==> src/rtl/aud_csr_pkg.sv <==
package aud_csr_pkg;
  localparam int unsigned DATA_W = 32;

  localparam logic [1:0] SEL_CTRL = 2'd0;
  localparam logic [1:0] SEL_STAT = 2'd1;
  localparam logic [1:0] SEL_DATA = 2'd2;
  localparam logic [1:0] SEL_VER  = 2'd3;

  localparam int unsigned CTRL_SRST_BIT = 31;
  localparam int unsigned CTRL_GATE_BIT = 30;
  localparam int unsigned CTRL_ERRIE_BIT = 25;
  localparam logic [DATA_W-1:0] CTRL_RST_VAL = 32'hC000_0000;
  localparam logic [DATA_W-1:0] CTRL_SRST_KEEP = 32'hC000_0000;

  localparam int unsigned STAT_PRESENT_BIT = 31;
  localparam int unsigned STAT_BUSY_BIT = 0;
  localparam int unsigned NUM_FLAGS = 2;
  // flag 0: underflow, flag 1: overflow
  localparam int unsigned FLAG_POS [NUM_FLAGS] = '{6, 5};

  typedef enum logic [1:0] {
    OP_WR   = 2'd0,
    OP_SET  = 2'd1,
    OP_CLR  = 2'd2,
    OP_RSVD = 2'd3
  } alias_op_e;

  function automatic logic [DATA_W-1:0] apply_op(input logic [DATA_W-1:0] cur,
                                                 input logic [DATA_W-1:0] wd,
                                                 input alias_op_e op);
    case (op)
      OP_SET:  return cur | wd;
      OP_CLR:  return cur & ~wd;
      default: return wd;
    endcase
  endfunction
endpackage

==> src/rtl/aud_csr_decode.sv <==
module aud_csr_decode
  import aud_csr_pkg::*;
#(
  parameter int unsigned ADDR_W = 8
) (
  input  logic [ADDR_W-1:0] addr_i,
  output logic              hit_o,
  output logic [1:0]        sel_o,
  output alias_op_e         op_o
);
  localparam int unsigned HI_LSB = 6;

  logic hi_zero;

  generate
    if (ADDR_W > HI_LSB) begin : g_hi
      assign hi_zero = ~|addr_i[ADDR_W-1:HI_LSB];
    end else begin : g_nohi
      assign hi_zero = 1'b1;
    end
  endgenerate

  assign op_o  = alias_op_e'(addr_i[3:2]);
  assign sel_o = addr_i[5:4];
  assign hit_o = hi_zero && (addr_i[1:0] == 2'b00) && (op_o != OP_RSVD);
endmodule

==> src/rtl/aud_csr_ctrl.sv <==
module aud_csr_ctrl
  import aud_csr_pkg::*;
(
  input  logic              clk_i,
  input  logic              rst_ni,
  input  logic              wr_i,
  input  alias_op_e         op_i,
  input  logic [DATA_W-1:0] wdata_i,
  output logic [DATA_W-1:0] ctrl_o
);
  logic [DATA_W-1:0] ctrl_q, ctrl_d, upd;

  always_comb begin
    upd = wr_i ? apply_op(ctrl_q, wdata_i, op_i) : ctrl_q;
    // soft reset pins every other field at its reset value
    ctrl_d = upd[CTRL_SRST_BIT] ? (upd & CTRL_SRST_KEEP) : upd;
  end

  always_ff @(posedge clk_i or negedge rst_ni) begin
    if (!rst_ni) ctrl_q <= CTRL_RST_VAL;
    else         ctrl_q <= ctrl_d;
  end

  assign ctrl_o = ctrl_q;
endmodule

==> src/rtl/aud_csr_stat.sv <==
module aud_csr_stat
  import aud_csr_pkg::*;
(
  input  logic                 clk_i,
  input  logic                 rst_ni,
  input  logic                 clr_wr_i,
  input  logic [NUM_FLAGS-1:0] clr_bits_i,
  input  logic [NUM_FLAGS-1:0] evt_i,
  input  logic                 busy_i,
  output logic [NUM_FLAGS-1:0] flags_o,
  output logic [DATA_W-1:0]    stat_o
);
  logic [NUM_FLAGS-1:0] flag_q;

  generate
    for (genvar i = 0; i < NUM_FLAGS; i++) begin : g_flag
      always_ff @(posedge clk_i or negedge rst_ni) begin
        if (!rst_ni)                          flag_q[i] <= 1'b0;
        else if (evt_i[i])                    flag_q[i] <= 1'b1; // event wins
        else if (clr_wr_i && clr_bits_i[i])   flag_q[i] <= 1'b0;
      end
    end
  endgenerate

  always_comb begin
    stat_o = '0;
    stat_o[STAT_PRESENT_BIT] = 1'b1;
    stat_o[STAT_BUSY_BIT]    = busy_i;
    for (int i = 0; i < NUM_FLAGS; i++) stat_o[FLAG_POS[i]] = flag_q[i];
  end

  assign flags_o = flag_q;
endmodule

==> src/rtl/aud_csr_data.sv <==
module aud_csr_data
  import aud_csr_pkg::*;
(
  input  logic              clk_i,
  input  logic              rst_ni,
  input  logic              wr_i,
  input  alias_op_e         op_i,
  input  logic [DATA_W-1:0] wdata_i,
  output logic [DATA_W-1:0] tx_data_o,
  output logic              tx_push_o
);
  logic [DATA_W-1:0] word_q;
  logic              push_q;

  always_ff @(posedge clk_i or negedge rst_ni) begin
    if (!rst_ni) begin
      word_q <= '0;
      push_q <= 1'b0;
    end else begin
      push_q <= wr_i;
      if (wr_i) word_q <= apply_op(word_q, wdata_i, op_i);
    end
  end

  assign tx_data_o = word_q;
  assign tx_push_o = push_q;
endmodule

==> src/rtl/aud_csr_top.sv <==
module aud_csr_top
  import aud_csr_pkg::*;
#(
  parameter int unsigned ADDR_W  = 8,
  parameter logic [31:0] VERSION = 32'h0003_0102
) (
  input  logic              clk_i,
  input  logic              rst_ni,
  input  logic [ADDR_W-1:0] addr_i,
  input  logic              we_i,
  input  logic [31:0]       wdata_i,
  input  logic              re_i,
  output logic [31:0]       rdata_o,
  input  logic              busy_i,
  input  logic              underflow_evt_i,
  input  logic              overflow_evt_i,
  input  logic [31:0]       rx_data_i,
  output logic              rx_pop_o,
  output logic [31:0]       tx_data_o,
  output logic              tx_push_o,
  output logic [31:0]       ctrl_o,
  output logic              port_en_o,
  output logic              irq_o
);
  logic                 hit;
  logic [1:0]           sel;
  alias_op_e            op;
  logic                 wr_ctrl, wr_stat_clr, wr_data;
  logic [NUM_FLAGS-1:0] clr_bits, evts, flags;
  logic [DATA_W-1:0]    ctrl_w, stat_w, rd_mux;
  logic [DATA_W-1:0]    rdata_q;

  aud_csr_decode #(.ADDR_W(ADDR_W)) u_dec (
    .addr_i (addr_i),
    .hit_o  (hit),
    .sel_o  (sel),
    .op_o   (op)
  );

  assign wr_ctrl     = we_i && hit && (sel == SEL_CTRL);
  assign wr_stat_clr = we_i && hit && (sel == SEL_STAT) && (op == OP_CLR);
  assign wr_data     = we_i && hit && (sel == SEL_DATA);

  assign evts[0] = underflow_evt_i;
  assign evts[1] = overflow_evt_i;

  generate
    for (genvar i = 0; i < NUM_FLAGS; i++) begin : g_clr
      assign clr_bits[i] = wdata_i[FLAG_POS[i]];
    end
  endgenerate

  aud_csr_ctrl u_ctrl (
    .clk_i   (clk_i),
    .rst_ni  (rst_ni),
    .wr_i    (wr_ctrl),
    .op_i    (op),
    .wdata_i (wdata_i),
    .ctrl_o  (ctrl_w)
  );

  aud_csr_stat u_stat (
    .clk_i      (clk_i),
    .rst_ni     (rst_ni),
    .clr_wr_i   (wr_stat_clr),
    .clr_bits_i (clr_bits),
    .evt_i      (evts),
    .busy_i     (busy_i),
    .flags_o    (flags),
    .stat_o     (stat_w)
  );

  aud_csr_data u_data (
    .clk_i     (clk_i),
    .rst_ni    (rst_ni),
    .wr_i      (wr_data),
    .op_i      (op),
    .wdata_i   (wdata_i),
    .tx_data_o (tx_data_o),
    .tx_push_o (tx_push_o)
  );

  always_comb begin
    rd_mux = '0;
    if (hit) begin
      case (sel)
        SEL_CTRL: rd_mux = ctrl_w;
        SEL_STAT: rd_mux = stat_w;
        SEL_DATA: rd_mux = rx_data_i;
        default:  rd_mux = VERSION;
      endcase
    end
  end

  always_ff @(posedge clk_i or negedge rst_ni) begin
    if (!rst_ni)   rdata_q <= '0;
    else if (re_i) rdata_q <= rd_mux;
  end

  assign rdata_o   = rdata_q;
  assign rx_pop_o  = re_i && hit && (sel == SEL_DATA);
  assign ctrl_o    = ctrl_w;
  assign port_en_o = ~ctrl_w[CTRL_SRST_BIT] & ~ctrl_w[CTRL_GATE_BIT];
  assign irq_o     = ctrl_w[CTRL_ERRIE_BIT] & (|flags);
endmodule

==> config.mk <==
export PLATFORM = sky130hd
export DESIGN_NAME = aud_csr_top
export DESIGN_NICKNAME = d
export VERILOG_FILES = /design/src/rtl/aud_csr_pkg.sv /design/src/rtl/aud_csr_decode.sv /design/src/rtl/aud_csr_ctrl.sv /design/src/rtl/aud_csr_stat.sv /design/src/rtl/aud_csr_data.sv /design/src/rtl/aud_csr_top.sv
export SDC_FILE = /design/constraint.sdc
export NUM_CORES = 1
export LEC_CHECK = 0
export ABC_AREA = 1
export BUFFER_PORTS_ARGS = -buffer_cell sky130_fd_sc_hd__buf_4
export CAP_MARGIN = 15
export CORE_MARGIN = 5
export CORE_UTILIZATION = 40
export CTS_CLUSTER_SIZE = 24
export DETAILED_ROUTE_END_ITERATION = 8
export PLACE_DENSITY = 0.65
export SYNTH_ARGS = -nofsm -noshare
export SYNTH_HDL_FRONTEND = slang
export SYNTH_SLANG_ARGS = --single-unit
==> constraint.sdc <==
create_clock -name clk_i -period 1.6 [get_ports clk_i]
set_input_delay 0.16 -clock clk_i [delete_from_list [all_inputs] [get_ports clk_i]]
set_output_delay 0.16 -clock clk_i [all_outputs]
set_load 0.02 [all_outputs]
=== Word-level counts from Yosys, hierarchy flattened ===
Cells that the tools add are included.

* Bits of input ports: 79
* Logic and storage cells: 50
* Output and inout bits: 100
* Bits in registers: 99

* Reduce and logical (&&, ||, !) cells: 19
* Eq/ne operators: 5
* Bitwise operators: 9
* Multiplexer cells: 10

{| class="wikitable"
|+ Operator list
! kind !! count
|-
| $pmux W32 S2 || 2
|-
| $mux W32 || 3
|-
| $pmux W32 S3 || 1
|-
| $and A32 B32 Y32 || 2
|-
| $or A32 B32 Y32 || 2
|-
| $not A32 Y32 || 1
|-
| $logic_and A1 B1 Y1 || 11
|-
| $reduce_bool A2 Y1 || 3
|-
| $eq A2 B1 Y1 const B || 2
|-
| $eq A2 B2 Y1 const B || 2
|-
| $logic_not A2 Y1 || 2
|-
| $mux W1 || 4
|-
| $reduce_or A2 Y1 || 2
|-
| $and A1 B1 Y1 || 2
|-
| $ne A2 B2 Y1 const B || 1
|-
| $not A1 Y1 || 2
|-
| $logic_not A1 Y1 || 1
|}

=== Depth between registers and ports, before layout ===
Gate-level depths: netlist (run 1).

* Depth in word-level cells: 10
* Mapped depth: 11
* Depth with buffers taken out: 9

=== Cells and area by module ===
From an unflattened synthesis (run 1), not the netlist that was laid out.

* Cell total of the unflattened synthesis: 1034
* Area, all modules: 6528.8 um^2

{| class="wikitable"
|+ Modules (own cells, without submodules)
! module !! times used !! cells an instance !! area each (um^2) !! sequential area each (um^2)
|-
| aud_csr_ctrl || 1 || 371 || 2233.4 || 803.3
|-
| aud_csr_data || 1 || 312 || 1981.9 || 825.8
|-
| aud_csr_top || 1 || 296 || 1926.8 || 800.8
|-
| aud_csr_stat || 1 || 44 || 327.8 || 50.0
|-
| aud_csr_decode || 1 || 11 || 58.8 || 0.0
|}

=== Worst setup path before layout (run 1) ===
Ideal clock, no wire load.

* Kind: input-to-reg
* Start: input addr_i[2]
* End: register u_ctrl.ctrl_q[19] (netlist: u_ctrl.ctrl_o[19])
* Data required time: 1.484 ns
* Path slack: 0.180 ns
* Cell stages on the path: 11
* Arrival: 1.304 ns
* Path buffers: 3
* Setup time: 0.116 ns
* Cell sequence: inv_1 > ha_1 > buf_6 > nor2_4 > buf_2 > clkbuf_2 > o21ai_0 > o211ai_1 > nor2_1 > nand2_1 > nand2_1

* Word-level cells in the longest chain between the ends: 6
* Elaborated cells on any way between the ends: 10
* Classes of those cells: eq/ne (3); mux (3); reduce/logical (4)

{| class="wikitable"
|+ Ends and longest elaborated chain
! item !! line !! source
|-
| start: declaration || aud_csr_top.sv:9 || <nowiki>input logic [ADDR_W-1:0] addr_i,</nowiki>
|-
| $ne A2 B2 Y1 || aud_csr_decode.sv:25 || <nowiki>assign hit_o = hi_zero && (addr_i[1:0] == 2'b00) && (op_o != OP_RSVD);</nowiki>
|-
| $logic_and A1 B1 Y1 || aud_csr_decode.sv:25 ||
|-
| $logic_and A1 B1 Y1 (2 in series) || aud_csr_top.sv:40 || <nowiki>assign wr_ctrl = we_i && hit && (sel == SEL_CTRL);</nowiki>
|-
| $mux W32 || aud_csr_ctrl.sv:14 || <nowiki>upd = wr_i ? apply_op(ctrl_q, wdata_i, op_i) : ctrl_q;</nowiki>
|-
| $mux W32 or $reduce_bool A2 Y1 (tied branches) || -- ||
|-
| end signal: assignment || aud_csr_ctrl.sv:21 || <nowiki>else ctrl_q <= ctrl_d;</nowiki>
|-
| end: declaration || aud_csr_ctrl.sv:11 || <nowiki>logic [DATA_W-1:0] ctrl_q, ctrl_d, upd;</nowiki>
|}

Parallel ways exist; a longest one is shown, timed or not. The select of a mux whose other input is x is not followed.
A chain may end at the register's enable or synchronous reset.

=== Worst setup path after layout (run 1) ===
* Start: input addr_i[2]
* End: output rx_pop_o

* Word-level cells in the longest chain between the ends: 4

{| class="wikitable"
|+ Ends and longest elaborated chain
! item !! line !! source
|-
| $ne A2 B2 Y1 || aud_csr_decode.sv:25 ||
|-
| $logic_and A1 B1 Y1 || aud_csr_decode.sv:25 ||
|-
| $logic_and A1 B1 Y1 (2 in series) || aud_csr_top.sv:101 || <nowiki>assign rx_pop_o = re_i && hit && (sel == SEL_DATA);</nowiki>
|-
| end: declaration || aud_csr_top.sv:18 || <nowiki>output logic rx_pop_o,</nowiki>
|}

Every way passes these cells.

==> results of run 1 <==
[metal layers]
layer / vias up / wire length, um / track usage [%]
met1: 2561 / 8586 / 32.17
met5: - / 0 / 0
met2: 134 / 7837 / 31.40
met4: 0 / 238 / 6.177
li1: 2880 / - / -
met3: 14 / 908 / 3.072
[report_power, final]
part / switching, mW / total (mW) / internal, mW / leakage [nW]
logic: 0.738 / 1.27 / 0.528 / 2.38
registers: 0.0778 / 2.67 / 2.59 / 1.36
clock network: 0.948 / 2.18 / 1.23 / 0.141
[kinds of logic after synthesis]
group	share of synthesized area, %
adder cells (fa/ha/maj)	0.6628
AO/OA/AOI/OAI	18.67
AND/OR/NAND/NOR	28.23
flip-flops	43.78
buffers and inverters	8.659
[flip-flops by register name, summed over array words and instances (netlist names)]
register	flops
rdata_o	32
u_data.tx_data_o	32
u_ctrl.ctrl_o	32
u_stat.flags_o	2
u_data.tx_push_o	1
[timing repair]
item | CTS | global route
hold buffers | 3 | 0
endpoints found under the hold margin | 19 | 0
setup buffers | 0 | 0
[final cells by class]
cell class / count / area (um2) / share of cell area [%]
multi-input cells: 571 / 2696 / 35.85
flip-flops and latches: 99 / 2480 / 32.97
repair buffers: 202 / 1624 / 21.59
clock buffers: 11 / 242.7 / 3.227
well taps: 180 / 225.2 / 2.994
inverters: 57 / 214.0 / 2.844
clock inverters: 3 / 40.04 / 0.5323
[worst min path at each step]
stage	startpoint	to	slack (ns)	cells past startpoint
floorplan	rst_ni	rdata_o[0]	-0.14	0
global placement	rst_ni	u_data.tx_data_o[7]	0.08	1
detailed placement	rst_ni	u_data.tx_data_o[7]	0.08	1
CTS	rx_data_i[24]	rdata_o[24]	0.0003	3
global route	rx_data_i[14]	rdata_o[14]	0.01	3
finish	rx_data_i[9]	rdata_o[9]	0.01	3
[worst max-delay path: cells and delay by family]
kind          cells  cell delay, ns
fa+ha+maj         1            0.19
buf+inv           4            0.50
simple gates      3            0.46
[through the flow]
| stage | setup slack (ns) | cell area, um2 | hold slack, ns |
|---|---|---|---|
| floorplan | 0.1796 | 5664 | -0.1356 |
| global placement | 0.03240 | 7209 | 0.08046 |
| detailed placement | 0.01622 | 7209 | 0.08398 |
| CTS | 0.09528 | 7522 | 0.0003020 |
| global route | 0.003679 | 7522 | 0.01208 |
| finish | 0.1089 | 7522 | 0.01101 |
[layout by cell type (no fill, tap or decap)]
| cell | n |
|---|---|
| ha_2 | 1 |
| dfstp_2 | 2 |
| nand2_1 | 224 |
| o22ai_1 | 1 |
| nand3_1 | 54 |
| o21ai_0 | 70 |
| dfrtp_1 | 97 |
| clkbuf_8 | 1 |
| buf_4 | 191 |
| and2_1 | 1 |
| nand2_2 | 3 |
| clkinv_2 | 2 |
| clkinv_1 | 1 |
| a22oi_1 | 31 |
| nand4_1 | 2 |
| clkbuf_1 | 1 |
| dlygate4sd3_1 | 3 |
| inv_1 | 54 |
| o21ai_1 | 30 |
| bufinv_16 | 1 |
| buf_12 | 8 |
| clkbuf_16 | 9 |
| nor2_4 | 4 |
| a22o_1 | 5 |
| a21oi_1 | 5 |
| nand3_2 | 1 |
| ha_1 | 2 |
| inv_2 | 2 |
| nor2_2 | 2 |
| o211ai_1 | 32 |
| o21ai_2 | 1 |
| nor2_1 | 102 |
==> flow_metrics.py, run 1 <==
metrics = {
    "global_route": {
        "grt_first_pass_wirelength_mm": 27.95,
        "gr-usage-all-layers_pct": 21.21,
        "antenna_found_initial": 0,
        "grt_start_max_net_pins": 65,
        "grt_pass1_vias": 5119,
        "grt-ovfl-total": 0,
    },
    "setup_path": {
        "ff2ff_setup_slack_ns": 0.19,
        "crit_slowest_cell": "ha_1",
        "ff2ff_path_depth": 8,
        "path_cells": "buf_4 -> ha_1 -> inv_1 -> nand3_1 -> nor2_2 -> and2_1 -> buf_12 -> buf_4",
        "crit_required_ns": 1.44,
        "startpoint": "addr_i[2]",
        "worstReg2RegStart": "u_ctrl.ctrl_o[31]",
        "cp_max_fo": 20,
        "cpMostUsedCell": "buf_4",
        "critPathLaunchType": "input pin",
        "arrival_ns": 1.33,
        "critPathKind": "input pin to primary output",
        "endpoint_kind": "primary output",
        "cp-endpoint": "rx_pop_o",
        "slowest_delay_ns": 0.19,
        "r2r-end": "u_ctrl.ctrl_o[6]",
    },
    "timing": {
        "finalSetupViolCount": 0,
        "worst_pin_slew_ns": 0.5299,
        "period_needed_ns": 1.491,
        "finalSetupTns_ns": 0,
        "period_share_pct": 93.19,
        "rsz0062_at_grt": "false",
        "fmax_ghz": 0.6706,
        "hold_viol": 0,
        "drv_slew": 0,
        "relSlewSlack_pct": 64.62,
        "skew_ns": 0.004456,
    },
    "final_layout": {
        "fin_util_pct": 54.19,
        "syn_to_final_growth_pct": 32.80,
        "finalNonFillerCells": 1123,
        "antenna_cells": 0,
        "layout.nets": 1022,
        "layout-drive-gt1-share_pct": 24.18,
        "nFillCells": 1364,
    },
    "drt": {
        "wire_per_inst_um": 15.65,
        "vias": 5589,
        "dr.pass1.iters": 5,
        "final_antenna_net_count": 0,
        "wirelength_mm": 17.57,
        "viasPerCell": 4.977,
        "drt-initial-drc-count": 349,
        "route.detailed.drc": 0,
    },
    "synth": {
        "ys_dominant_reg_cell": "dfrtp_1",
        "synth_cell_types": 28,
        "syn_nets": 857,
        "yosysWarnings": 0,
        "yosys-top-cells-count": "nand2_1, nor2_1, dfrtp_1",
        "synth_edf_count": 0,
        "ys_top_cells_by_area": "dfrtp_1, nand2_1, nor2_1",
        "yosysMostFrequentCell": "nand2_1",
        "async_flop_share_pct": 100.0,
        "netlist.area_leader.share_pct": 42.85,
        "synth_area_mm2": 0.005664,
        "seq_area_frac_synth_pct": 43.78,
        "synth_cells": 775,
        "synth.avg_cell_area_um2": 7.309,
        "ys_ff_latch": 99,
        "synth_top_area_cell": "dfrtp_1",
    },
    "floorplan": {
        "die_area_mm2": 0.01664,
        "io_pins": 179,
        "initial_utilization_pct": 40.81,
        "core_area_mm2": 0.01388,
        "num_rows": 43,
        "die_h_um": 129.0,
        "die_x_um": 129.0,
    },
    "cts": {
        "htreeDepth": 3,
        "cts_root_buffer": "clkbuf_16",
        "clkTransAtPathRegs_ns": 0.07,
        "cts_resized": 0,
        "cts_tree": "yes",
        "clock_latency_ns": 0.35,
        "clockBufferDepth": 2,
        "clock_sinks": 99,
        "numCtsBuffers": 9,
    },
    "placement": {
        "place_hpwl_mm": 12.86,
        "port_buffers": 178,
        "dp.cells": 1106,
        "gp_congestion": 0.7788,
    },
    "power_and_ir_drop": {
        "total_power_mw": 6.118,
        "leakagePower_nw": 3.873,
        "vdd_ir_drop_max_mv": 0.5162,
        "powerDensity_mw_per_mm2": 813.4,
    },
    "status": {
        "status": "finished clean",
    },
    "min_path": {
        "hold_class": "input pin to flop",
    },
    "flow_run": {
        "cap_viol_max_count": 0,
    },
}
(Power assumes the default switching activity.)
==> run 2, diff against run 1 <==
--- a/config.mk
+++ b/config.mk
@@ -10,8 +10,10 @@
 export CAP_MARGIN = 15
 export CORE_MARGIN = 5
 export CORE_UTILIZATION = 40
+export CTS_BUF_LIST = sky130_fd_sc_hd__clkbuf_2 sky130_fd_sc_hd__clkbuf_4 sky130_fd_sc_hd__clkbuf_8
 export CTS_CLUSTER_SIZE = 24
 export DETAILED_ROUTE_END_ITERATION = 8
+export HOLD_SLACK_MARGIN = 0.08
 export PLACE_DENSITY = 0.65
 export SYNTH_ARGS = -nofsm -noshare
 export SYNTH_HDL_FRONTEND = slang
==> constraint.sdc (replaced) <==
create_clock -name clk_i -period 1.8 [get_ports clk_i]
set_input_delay 0.18 -clock clk_i [delete_from_list [all_inputs] [get_ports clk_i]]
set_output_delay 0.18 -clock clk_i [all_outputs]
set_load 0.02 [all_outputs]
==> flow_metrics.py, run 2 (synthesis results as in run 1) <==
metrics = {
    "cts": {
        "htreeDepth": 3,
        "cts_tree": "yes",
        "cts_root_buffer": "clkbuf_8",
        "clkTransAtPathRegs_ns": 0.10,
        "cts_setup_buffers": 0,
        "clock_latency_ns": 0.38,
        "clock_sinks": 99,
        "numCtsBuffers": 9,
        "clockBufferDepth": 2,
    },
    "power_and_ir_drop": {
        "seq_power_share_pct": 44.5,
        "vdd_ir_drop_max_mv": 0.4279,
        "combPwrFrac_pct": 21.9,
        "swShare_pct": 28.76,
        "total_power_mw": 5.326,
        "powerDensity_mw_per_mm2": 688.9,
        "p_int_mw": 3.795,
        "netSwitchingPower_mw": 1.532,
        "clkPwrFrac_pct": 33.5,
        "leakagePower_nw": 3.952,
    },
    "setup_path": {
        "cpMostUsedCell": "buf_4",
        "arrival_ns": 1.54,
        "crit_slowest_cell": "dlygate4sd3_1",
        "crit_required_ns": 1.62,
        "ff2ff_path_depth": 8,
        "cp_max_fo": 13,
        "r2r-end": "u_ctrl.ctrl_o[1]",
        "worstReg2RegStart": "u_ctrl.ctrl_o[31]",
        "path_cells": "dlygate4sd3_1 -> buf_4 -> inv_1 -> nor2_2 -> and2_2 -> buf_12 -> buf_4",
        "critPathLaunchType": "input pin",
        "critPathKind": "input pin to primary output",
        "ff2ff_setup_slack_ns": 0.39,
        "slowest_delay_ns": 0.55,
        "endpoint_kind": "primary output",
    },
    "floorplan": {
        "die_area_mm2": 0.01664,
        "die_h_um": 129.0,
        "initial_utilization_pct": 40.81,
        "num_rows": 43,
        "io_pins": 179,
        "die_x_um": 129.0,
        "core_area_mm2": 0.01388,
    },
    "min_path": {
        "hold_class": "input pin to flop",
        "hold_path_end": "u_data.tx_data_o[30]",
        "min_path_cells": 3,
        "min-delay-start": "wdata_i[30]",
    },
    "final_layout": {
        "register_area_mm2": 0.002480,
        "final_cell_mix": "nand2_1, buf_4, nor2_1",
        "layout_commonest_cell": "nand2_1",
        "layout-drive-gt1-share_pct": 23.76,
        "nFillCells": 1320,
        "layout.nets": 1045,
        "multi_input_area_mm2": 0.002698,
        "syn_to_final_growth_pct": 36.49,
        "antenna_cells": 0,
    },
    "drt": {
        "wirelength_mm": 18.21,
        "drt-initial-drc-count": 469,
        "final_antenna_net_count": 0,
        "wire_per_inst_um": 15.86,
        "route.detailed.drc": 0,
        "dr.pass1.iters": 5,
        "vias": 5716,
        "viasPerCell": 4.979,
    },
    "flow_run": {
        "cap_viol_max_count": 0,
    },
    "timing": {
        "worst_pin_slew_ns": 0.5548,
        "fmax_ghz": 0.5824,
        "relSlewSlack_pct": 62.96,
        "drv_slew": 0,
        "skew_ns": 0.005468,
        "period_needed_ns": 1.717,
        "finalSetupViolCount": 0,
        "period_share_pct": 95.38,
        "hold_viol": 0,
        "finalSetupTns_ns": 0,
        "rsz0062_at_grt": "false",
    },
    "placement": {
        "port_buffers": 178,
        "place_hpwl_mm": 12.82,
        "gp_congestion": 0.7756,
    },
    "status": {
        "status": "finished clean",
    },
    "global_route": {
        "grt-ovfl-total": 0,
        "gr-usage-all-layers_pct": 21.52,
        "antenna_found_initial": 0,
        "grt_first_pass_wirelength_mm": 28.34,
        "grt_start_max_net_pins": 65,
        "grt_pass1_vias": 5323,
    },
}
==> run 2: cell types whose count changed in the layout (fill, tap and decap cells not counted) <==
cell           change
dlygate4sd3_1     +25
clkbuf_8           +9
clkbuf_16          -8
buf_4              -2
bufinv_16          +2
clkbuf_4           +2
clkinv_2           -2
and2_1             -1
and2_2             +1
buf_12             -1
clkbuf_1           -1
clkinvlp_4         +1
==> run 2: power groups by stage <==
stage	registers, mW	clock network, mW	logic, mW
floorplan	2.49	0	0.528
CTS	2.37	1.83	1.17
detailed placement	2.41	0	1.12
global route	2.38	1.91	1.30
finish	2.37	1.79	1.17
global placement	2.41	0	1.11
==> run 2: worst max-delay path by stage <==
stage | cells past startpoint | start | slack (ns) | endpoint
after floorplan | 11 | addr_i[2] | 0.36 | u_ctrl.ctrl_o[19]
after global routing | 7 | re_i | 0.0006 | rx_pop_o
after detailed placement | 8 | addr_i[2] | 0.18 | u_ctrl.ctrl_o[1]
after global placement | 7 | addr_i[3] | 0.21 | u_ctrl.ctrl_o[17]
after CTS | 7 | re_i | 0.09 | rx_pop_o
final | 7 | re_i | 0.08 | rx_pop_o
==> run 2: worst max-delay path: cells and delay by family <==
family / cells / cell delay, ns
buffers and inverters: 5 / 1.09
and+or+nand+nor: 2 / 0.26
==> run 2: timing repair <==
item / 4_1_cts / 5_1_grt
hold endpoints to repair: 102 / 0
endpoints found under the setup margin: 0 / 1
hold buffers: 28 / 0
resized for setup: 0 / 1
==> run 2: cell type report <==
cell class | count | area share, %
multi-input cells | 571 | 34.89
flip-flops and latches | 99 | 32.08
repair buffers | 225 | 24.11
well taps | 180 | 2.913
inverters | 57 | 2.767
clock buffers | 12 | 1.974
clock inverters | 4 | 1.262
==> run 2: layer usage <==
layer / routed length (um) / part of all wire (%) / global-route usage [%] / vias to the layer above
met2: 8272 / 45 / 32.71 / 158
met1: 8572 / 47 / 31.34 / 2610
met5: 0 / 0 / 0 / -
met3: 1043 / 5.7 / 4.068 / 21
met4: 323 / 1.8 / 6.177 / 0
li1: - / - / - / 2927
==> run 2: per-stage QoR <==
step	area (um2)	utilization [%]	cells	hold WS [ns]	setup slack (ns)
final	7731	55.70	1148	0.1189	0.08311
after global routing	7731	55.70	1148	0.1337	0.0006138
after CTS	7705	55.51	1147	0.1045	0.08922
after detailed placement	7174	51.69	1103	0.09948	0.1784
after global placement	7174	51.69	1103	0.09838	0.2070
after floorplan	5664	-	775	-0.1156	0.3596
